<file path="src/rtl/bm_pkg.sv">
package bm_pkg;

   typedef enum logic [1:0] {
      WIDTH_LONG = 2'd0,
      WIDTH_WORD = 2'd1,
      WIDTH_BYTE = 2'd2
   } width_e;

   typedef struct packed {
      width_e width;
      logic   msb_first;
   } bm_cfg_t;

endpackage

</file>
<file path="src/rtl/bm_cfg_latch.sv">
module bm_cfg_latch
   import bm_pkg::*;
(
   input  logic    clk,
   input  logic    mrst_n,
   input  logic    endian_in,
   input  logic    narrow_in,
   input  logic    size_in,
   output bm_cfg_t cfg
);

   width_e width_d;

   always_comb begin
      if (!narrow_in)   width_d = WIDTH_LONG;
      else if (size_in) width_d = WIDTH_BYTE;
      else              width_d = WIDTH_WORD;
   end

   always_ff @(posedge clk) begin
      if (!mrst_n) begin
         cfg.width     <= width_d;
         cfg.msb_first <= endian_in;
      end
   end

endmodule

</file>
<file path="src/rtl/bm_piece_ctr.sv">
module bm_piece_ctr
   import bm_pkg::*;
#(
   parameter int LANES = 4,
   localparam int CNT_W = $clog2(LANES)
)(
   input  logic             clk,
   input  logic             mrst_n,
   input  bm_cfg_t          cfg,
   input  logic             advance,
   output logic [CNT_W-1:0] idx,
   output logic             last
);

   logic [CNT_W-1:0] idx_q;
   logic [CNT_W-1:0] final_idx;

   always_comb begin
      case (cfg.width)
         WIDTH_WORD: final_idx = CNT_W'(1);
         WIDTH_BYTE: final_idx = CNT_W'(LANES - 1);
         default:    final_idx = '0;
      endcase
   end

   assign last = (idx_q == final_idx);
   assign idx  = idx_q;

   always_ff @(posedge clk) begin
      if (!mrst_n)      idx_q <= '0;
      else if (advance) idx_q <= last ? '0 : idx_q + 1'b1;
   end

endmodule

</file>
<file path="src/rtl/bm_piece_mux.sv">
module bm_piece_mux
   import bm_pkg::*;
#(
   parameter int LANE_W = 9,
   parameter int LANES  = 4,
   localparam int DATA_W = LANE_W * LANES,
   localparam int HALF_W = DATA_W / 2,
   localparam int CNT_W  = $clog2(LANES)
)(
   input  bm_cfg_t           cfg,
   input  logic [DATA_W-1:0] word,
   input  logic [CNT_W-1:0]  idx,
   output logic [DATA_W-1:0] piece
);

   logic [LANE_W-1:0] lane [LANES];
   logic [HALF_W-1:0] half [2];
   logic [CNT_W-1:0]  lane_sel;
   logic              half_sel;

   for (genvar g = 0; g < LANES; g++) begin : g_lane
      assign lane[g] = word[g*LANE_W +: LANE_W];
   end

   for (genvar h = 0; h < 2; h++) begin : g_half
      assign half[h] = word[h*HALF_W +: HALF_W];
   end

   assign lane_sel = cfg.msb_first ? (CNT_W'(LANES - 1) - idx) : idx;
   assign half_sel = cfg.msb_first ^ idx[0];

   always_comb begin
      case (cfg.width)
         WIDTH_WORD: piece = DATA_W'(half[half_sel]);
         WIDTH_BYTE: piece = DATA_W'(lane[lane_sel]);
         default:    piece = word;
      endcase
   end

endmodule

</file>
<file path="src/rtl/bus_width_matcher.sv">
module bus_width_matcher
   import bm_pkg::*;
#(
   parameter int LANE_W = 9,
   parameter int LANES  = 4,
   localparam int DATA_W = LANE_W * LANES,
   localparam int CNT_W  = $clog2(LANES)
)(
   input  logic              clk,
   input  logic              mrst_n,
   input  logic              endian_sel,
   input  logic              bus_narrow,
   input  logic              size_byte,
   input  logic [DATA_W-1:0] fifo_rdata,
   input  logic              fifo_empty,
   input  logic              rd_en,
   output logic              fifo_pop,
   output logic [DATA_W-1:0] out_data,
   output logic              out_empty
);

   if (LANES < 4 || (LANES & (LANES - 1)) != 0) begin : g_bad_lanes
      $error("LANES must be a power of two and at least 4");
   end
   if (LANE_W < 1) begin : g_bad_width
      $error("LANE_W must be positive");
   end

   bm_cfg_t          cfg;
   logic [CNT_W-1:0] piece_idx;
   logic             piece_last;
   logic             accept;

   assign accept    = rd_en & ~fifo_empty;
   assign fifo_pop  = accept & piece_last;
   assign out_empty = fifo_empty;

   bm_cfg_latch u_cfg (
      .clk       (clk),
      .mrst_n    (mrst_n),
      .endian_in (endian_sel),
      .narrow_in (bus_narrow),
      .size_in   (size_byte),
      .cfg       (cfg)
   );

   bm_piece_ctr #(.LANES(LANES)) u_ctr (
      .clk     (clk),
      .mrst_n  (mrst_n),
      .cfg     (cfg),
      .advance (accept),
      .idx     (piece_idx),
      .last    (piece_last)
   );

   bm_piece_mux #(.LANE_W(LANE_W), .LANES(LANES)) u_mux (
      .cfg   (cfg),
      .word  (fifo_rdata),
      .idx   (piece_idx),
      .piece (out_data)
   );

endmodule

</file>
<file path="config.mk">
export PLATFORM = sky130hd
export DESIGN_NAME = bus_width_matcher
export DESIGN_NICKNAME = d
export VERILOG_FILES = /design/src/rtl/bm_pkg.sv /design/src/rtl/bm_cfg_latch.sv /design/src/rtl/bm_piece_ctr.sv /design/src/rtl/bm_piece_mux.sv /design/src/rtl/bus_width_matcher.sv
export SDC_FILE = /design/constraint.sdc
export NUM_CORES = 1
export LEC_CHECK = 0
export BUFFER_PORTS_ARGS = -buffer_cell sky130_fd_sc_hd__buf_2
export CORE_MARGIN = 5
export CORE_UTILIZATION = 40
export DETAILED_ROUTE_END_ITERATION = 10
export GPL_ROUTABILITY_DRIVEN = 0
export PLACE_DENSITY_LB_ADDON = 0.2
export SYNTH_ARGS = -nofsm -noshare
export SYNTH_HDL_FRONTEND = slang
export SYNTH_SLANG_ARGS = --single-unit
</file>
<file path="constraint.sdc">
create_clock -name clk -period 5.75 [get_ports clk]
set_clock_uncertainty 0.1 [all_clocks]
set_input_delay 1.15 -clock clk [delete_from_list [all_inputs] [get_ports clk]]
set_output_delay 1.15 -clock clk [all_outputs]
set_load 0.005 [all_outputs]
</file>
[After elaboration in Yosys (flattened, before gate mapping)]
Cells that the tools add are included.
Cells by class
  add/sub/neg operators: 2
  magnitude comparators: 2
  equal/unequal tests: 3
  mux-type cells: 11
  bitwise logic cells: 6
Operators with widths (number)
  36-bit case mux with 2 select lines: 1
  18-bit two-way mux: 3
  9-bit binary-select mux with 2-bit select: 1
  9-bit two-way mux: 2
  2-bit two-way mux: 3
  2-bit case mux with 2 select lines: 1
  3-bit greater-or-equal comparator (second input constant): 1
  2-bit NOT with 3-bit output: 1
  2-bit by 1-bit adder with 2-bit output (second input constant): 1
  1-bit AND: 2
  2-bit by 1-bit equality test with 1-bit output (second input constant): 1
  2-bit equality test: 1
  2-bit equality test (second input constant): 1
  2-bit greater-or-equal comparator (second input constant): 1
  1-bit NOT with 2-bit output: 1
  2-bit subtractor (first input constant): 1
  1-bit NOT: 1
  1-bit bitwise XOR: 1
Storage, ports and cells
  register bits after elaboration: 5
  input bits: 43
  output and inout port bits: 38
  logic and storage cells: 27

[Longest topological paths before layout]
  depth after elaboration: 7
  gate-level depth with buffers: 8

[By module]
From an unflattened synthesis, not the netlist that was laid out.
Second synthesis, totals
  cells, all modules: 198
  area, all modules: 1502.7 µm²
By module, submodules not included
  bm_piece_mux: instances 1, cells an instance 171, area each 1227.4 µm², seq. area each 0.0 µm²
  bm_piece_ctr: instances 1, cells an instance 18, area each 142.6 µm², seq. area each 40.0 µm²
  bm_cfg_latch: instances 1, cells an instance 6, area each 110.1 µm², seq. area each 90.1 µm²
  bus_width_matcher: instances 1, cells an instance 3, area each 22.5 µm², seq. area each 0.0 µm²

[Worst setup path after synthesis]
Ideal clock, no wire load.
  path type: input -> output
  start point: in fifo_rdata[0]
  end point: out out_data[0]
  arrival time: 2001 ps
  required time: 4500 ps
  setup slack: 2499 ps
  cell stages on the path: 4
  cell sequence: mux4_2 > nor2_1 > nor3_1 > a221o_1
Between the ends
  word-level cells in the longest chain between the ends: 4
RTL lines
  from (decl): RTL line bus_width_matcher.sv:14  | input logic [DATA_W-1:0] fifo_rdata,
  9-bit binary-select mux with 2-bit select or 18-bit two-way mux (tied branches): RTL line bm_piece_mux.sv:35, bm_piece_mux.sv:34
  9-bit two-way mux (not written as such) or 18-bit two-way mux (tied branches) (2 in a row): RTL line bm_piece_mux.sv:35, bm_piece_mux.sv:34
  36-bit case mux with 2 select lines (*): RTL line bm_piece_mux.sv:33  | case (cfg.width)
  to (decl): RTL line bus_width_matcher.sv:18  | output logic [DATA_W-1:0] out_data,
Every way passes the cells marked *; elsewhere a longest branch is shown, timed or not. The select of a mux whose other input is x is not followed.

[Final worst setup path]
  start point: reg u_ctr.idx_q[0] (netlist: u_ctr.idx[0])
  end point: out out_data[0]
Between the ends
  word-level cells in the longest chain between the ends: 7
RTL lines
  from (decl): RTL line bm_piece_ctr.sv:15  | logic [CNT_W-1:0] idx_q;
  from (signal assigned): RTL line bm_piece_ctr.sv:31  | else if (advance) idx_q <= last ? '0 : idx_q + 1'b1;
  2-bit subtractor: RTL line bm_piece_mux.sv:29  | assign lane_sel = cfg.msb_first ? (CNT_W'(LANES - 1) - idx) : idx;
  2-bit two-way mux: RTL line bm_piece_mux.sv:29
  2-bit NOT with 3-bit output (not written as such): RTL line bm_piece_mux.sv:35  | WIDTH_BYTE: piece = DATA_W'(lane[lane_sel]);
  9-bit binary-select mux with 2-bit select: RTL line bm_piece_mux.sv:35
  9-bit two-way mux (not written as such) (2 in a row): RTL line bm_piece_mux.sv:35
  36-bit case mux with 2 select lines (*): RTL line bm_piece_mux.sv:33
Marked as above.

==> impl_metrics.tcl <==
set metrics [dict create \
    status "finished, final reports clean" \
    min_period_ns 3.843 \
    drive_gt1_frac 0.3689 \
    wl_um 4186 \
    postCtsSetupRepairBufs 0 \
    yosys_warnings 0 \
    antenna_found_initial 0 \
    io_buffers 80 \
    die_w_um 69.22 \
    grt.overflow.total 0 \
    top_layer "met4" \
    cts_tree "built" \
    viasPerCell 5.486 \
    regArea_um2 131.4 \
    vdd_drop_max_mv 0.1116 \
    clk_pin_slew_ns 0.04 \
    dr_wl_met2_um 1913 \
    dp_hpwl_um 3026 \
    yosys-top-cells-area "mux2i_1 24%, a22o_1 12%, and2_1 8.9%, a22oi_1 8.0%, edfxtp_1 6.4%" \
    hold_path.class "reg -> reg" \
    placed_cell_area_um2 1775 \
    num_vias 1591 \
    synth_nets 221 \
    fin_cells 290 \
    htreeDepth 1 \
    yosysSeqAreaShare 0.09277 \
    grt_pass1_vias 1541 \
    max_freq_mhz 260.2 \
    ant_nets 0 \
    p_leak_nw 0.8239 \
    synth_top_area_share 0.2426 \
    firstDrtPassIters 4 \
    syn-cell-area_um2 1403 \
    cp.required_ns 4.50 \
    drc 0 \
    totalPowerFinal_w 0.0002731 \
    clock-sinks 5 \
    wl_met3_um 340 \
    drt-initial-drc-count 62 \
    boundaryPins 81 \
    cts-resized-gates 0 \
    setup_slack_ns 1.907 \
    setup_tns_ns 0 \
    rows 21 \
    wl_per_cell_um 14.43 \
    cts_buffers 3 \
    cp-end-kind "output port" \
    critPathMaxFanout 41 \
    root_buffer "clkbuf_4" \
    die-area_um2 4791 \
    grt_start_max_net_pins 44 \
    cts_buffer_depth 2 \
    ys_ff_latch 5 \
    final_nets 290 \
    cts_hold_buf 0 \
    final_hold_viol_count 0 \
    crit_path_start_kind "flip-flop" \
    clock_latency_ns 0.24 \
    synth_cells 176 \
    area_growth_pct 28.46 \
    synth_top_area_cell "mux2i_1" \
    setup_viol 0 \
    die_height_um 69.22 \
    worst_pin_slew_ns 0.9109 \
    fill_cells 352 \
    p_per_area_nw_per_um2 151.6 \
    stdcell_area_um2 1802 \
    core-area_um2 3363 \
    dpl.cell_count 286 \
    track_usage 0.1688 \
    place_ws_ns 2.176 \
    drv_cap 0 \
    slew_viol_final 0 \
    slew_headroom 0.3898 \
    rsz0062_at_grt "false" \
    diodes 0 \
    drt-met1-wl_um 1919 \
    critPathKind "reg -> out" \
    syn_avg_cell_area_um2 7.969 \
    multiInputGateArea_um2 1152 \
    grt_pass1_wl_um 7058 \
    start_util 0.4170 \
    worstPathArrival_ns 2.59 \
    fin_crit_sh 0.6683 \
    ys_types 33 \
]
[critical path: stages (launching register included)]
cell	delay [ns]
dfxtp_2	0.30
buf_4	0.31
xnor2_2	0.79
nor2_2	0.26
a22o_1	0.25
a221o_1	0.29
buf_2	0.13
[report_power, final]
group          internal (W)  switching, W   total, W
Combinational     0.0000919     0.0000974   0.000189
Clock             0.0000262     0.0000146  0.0000408
Sequential        0.0000409    0.00000210  0.0000430
Total              0.000159      0.000114   0.000273
[final cells by class]
cell class / count / share of cell area
well taps: 46 / 0.03194
flip-flops and latches: 5 / 0.07292
clock buffers: 4 / 0.01458
repair buffers: 82 / 0.2306
multi-input cells: 148 / 0.6396
inverters: 5 / 0.01042
[through the flow]
stage | util | hold WS (ns)
after floorplan | - | 0.4886
after global placement | 0.5279 | 0.5329
after detailed placement | 0.5279 | 0.5337
after CTS | 0.5357 | 0.5494
after global routing | 0.5357 | 0.5853
final | 0.5357 | 0.5535
[registers in the layout, indices dropped and copies added (netlist names)]
| register | flops |
|---|---|
| u_cfg.cfg | 3 |
| u_ctr.idx | 2 |
[Yosys cell counts]
| master | count |
|---|---|
| nor2_1 | 3 |
| nor3_1 | 2 |
| inv_1 | 5 |
| buf_4 | 4 |
| xor2_1 | 1 |
| ha_1 | 2 |
| and2_0 | 4 |
| nor3b_2 | 1 |
| a22oi_1 | 15 |
| edfxtp_1 | 3 |
| o21ai_1 | 4 |
| nor2b_1 | 3 |
| buf_6 | 3 |
| clkbuf_1 | 5 |
| o311a_1 | 1 |
| a32oi_1 | 1 |
| nor3b_1 | 4 |
| nor2_2 | 1 |
| dfxtp_1 | 2 |
| buf_1 | 3 |
| a221oi_1 | 8 |
| mux4_2 | 1 |
| and2_1 | 20 |
| xnor2_1 | 2 |
| a21o_1 | 1 |
| o21ai_0 | 3 |
| nand2b_1 | 2 |
| a22o_1 | 19 |
| buf_2 | 3 |
| a21oi_1 | 2 |
| a221o_1 | 1 |
| nand2_1 | 13 |
| mux2i_1 | 34 |
[path summary, 6_finish.rpt]
path,to,start,cells past startpoint,slack (ns)
max,out_data[0],u_ctr.idx[0],6,1.91
min,u_ctr.idx[1],u_ctr.idx[1],2,0.55
max reg2reg,u_ctr.idx[1],u_cfg.cfg[2],5,4.06
min reg2reg,u_ctr.idx[1],u_ctr.idx[1],2,0.55
[routing by layer]
metal | global-route usage | vias up
met5 | 0 | -
met4 | 0.01302 | 0
met3 | 0.05652 | 2
met2 | 0.2860 | 65
met1 | 0.2155 | 718
li1 | - | 806
[layout by cell type, fill, tap and decap left out, types with 2 or more instances in the layout]
cell type and instances:
a221oi_1 8, ha_1 2, inv_1 5, nor3_1 2
and2_0 4, nor2_1 3, edfxtp_1 3, nand2b_1 2
o21ai_0 3, a21oi_1 2, mux2i_1 34, nor2b_1 3
clkbuf_4 3, and2_1 20, a22oi_1 15, o21ai_1 4
nand2_1 13, nor3b_1 4, buf_2 80, a22o_1 19
buf_4 2
[logic make-up after synthesis]
logic type / count (synthesis) / synth area share
AOI/OAI and AO/OA: 55 / 0.3069
DFF: 5 / 0.09278
and+or+nand+nor: 53 / 0.2141
xor gates and xnor gates: 3 / 0.01874
adders and majority gates: 2 / 0.01784
buffers and inverters: 23 / 0.09099
muxes: 35 / 0.2587
Power figures use the tool's default switching activity.
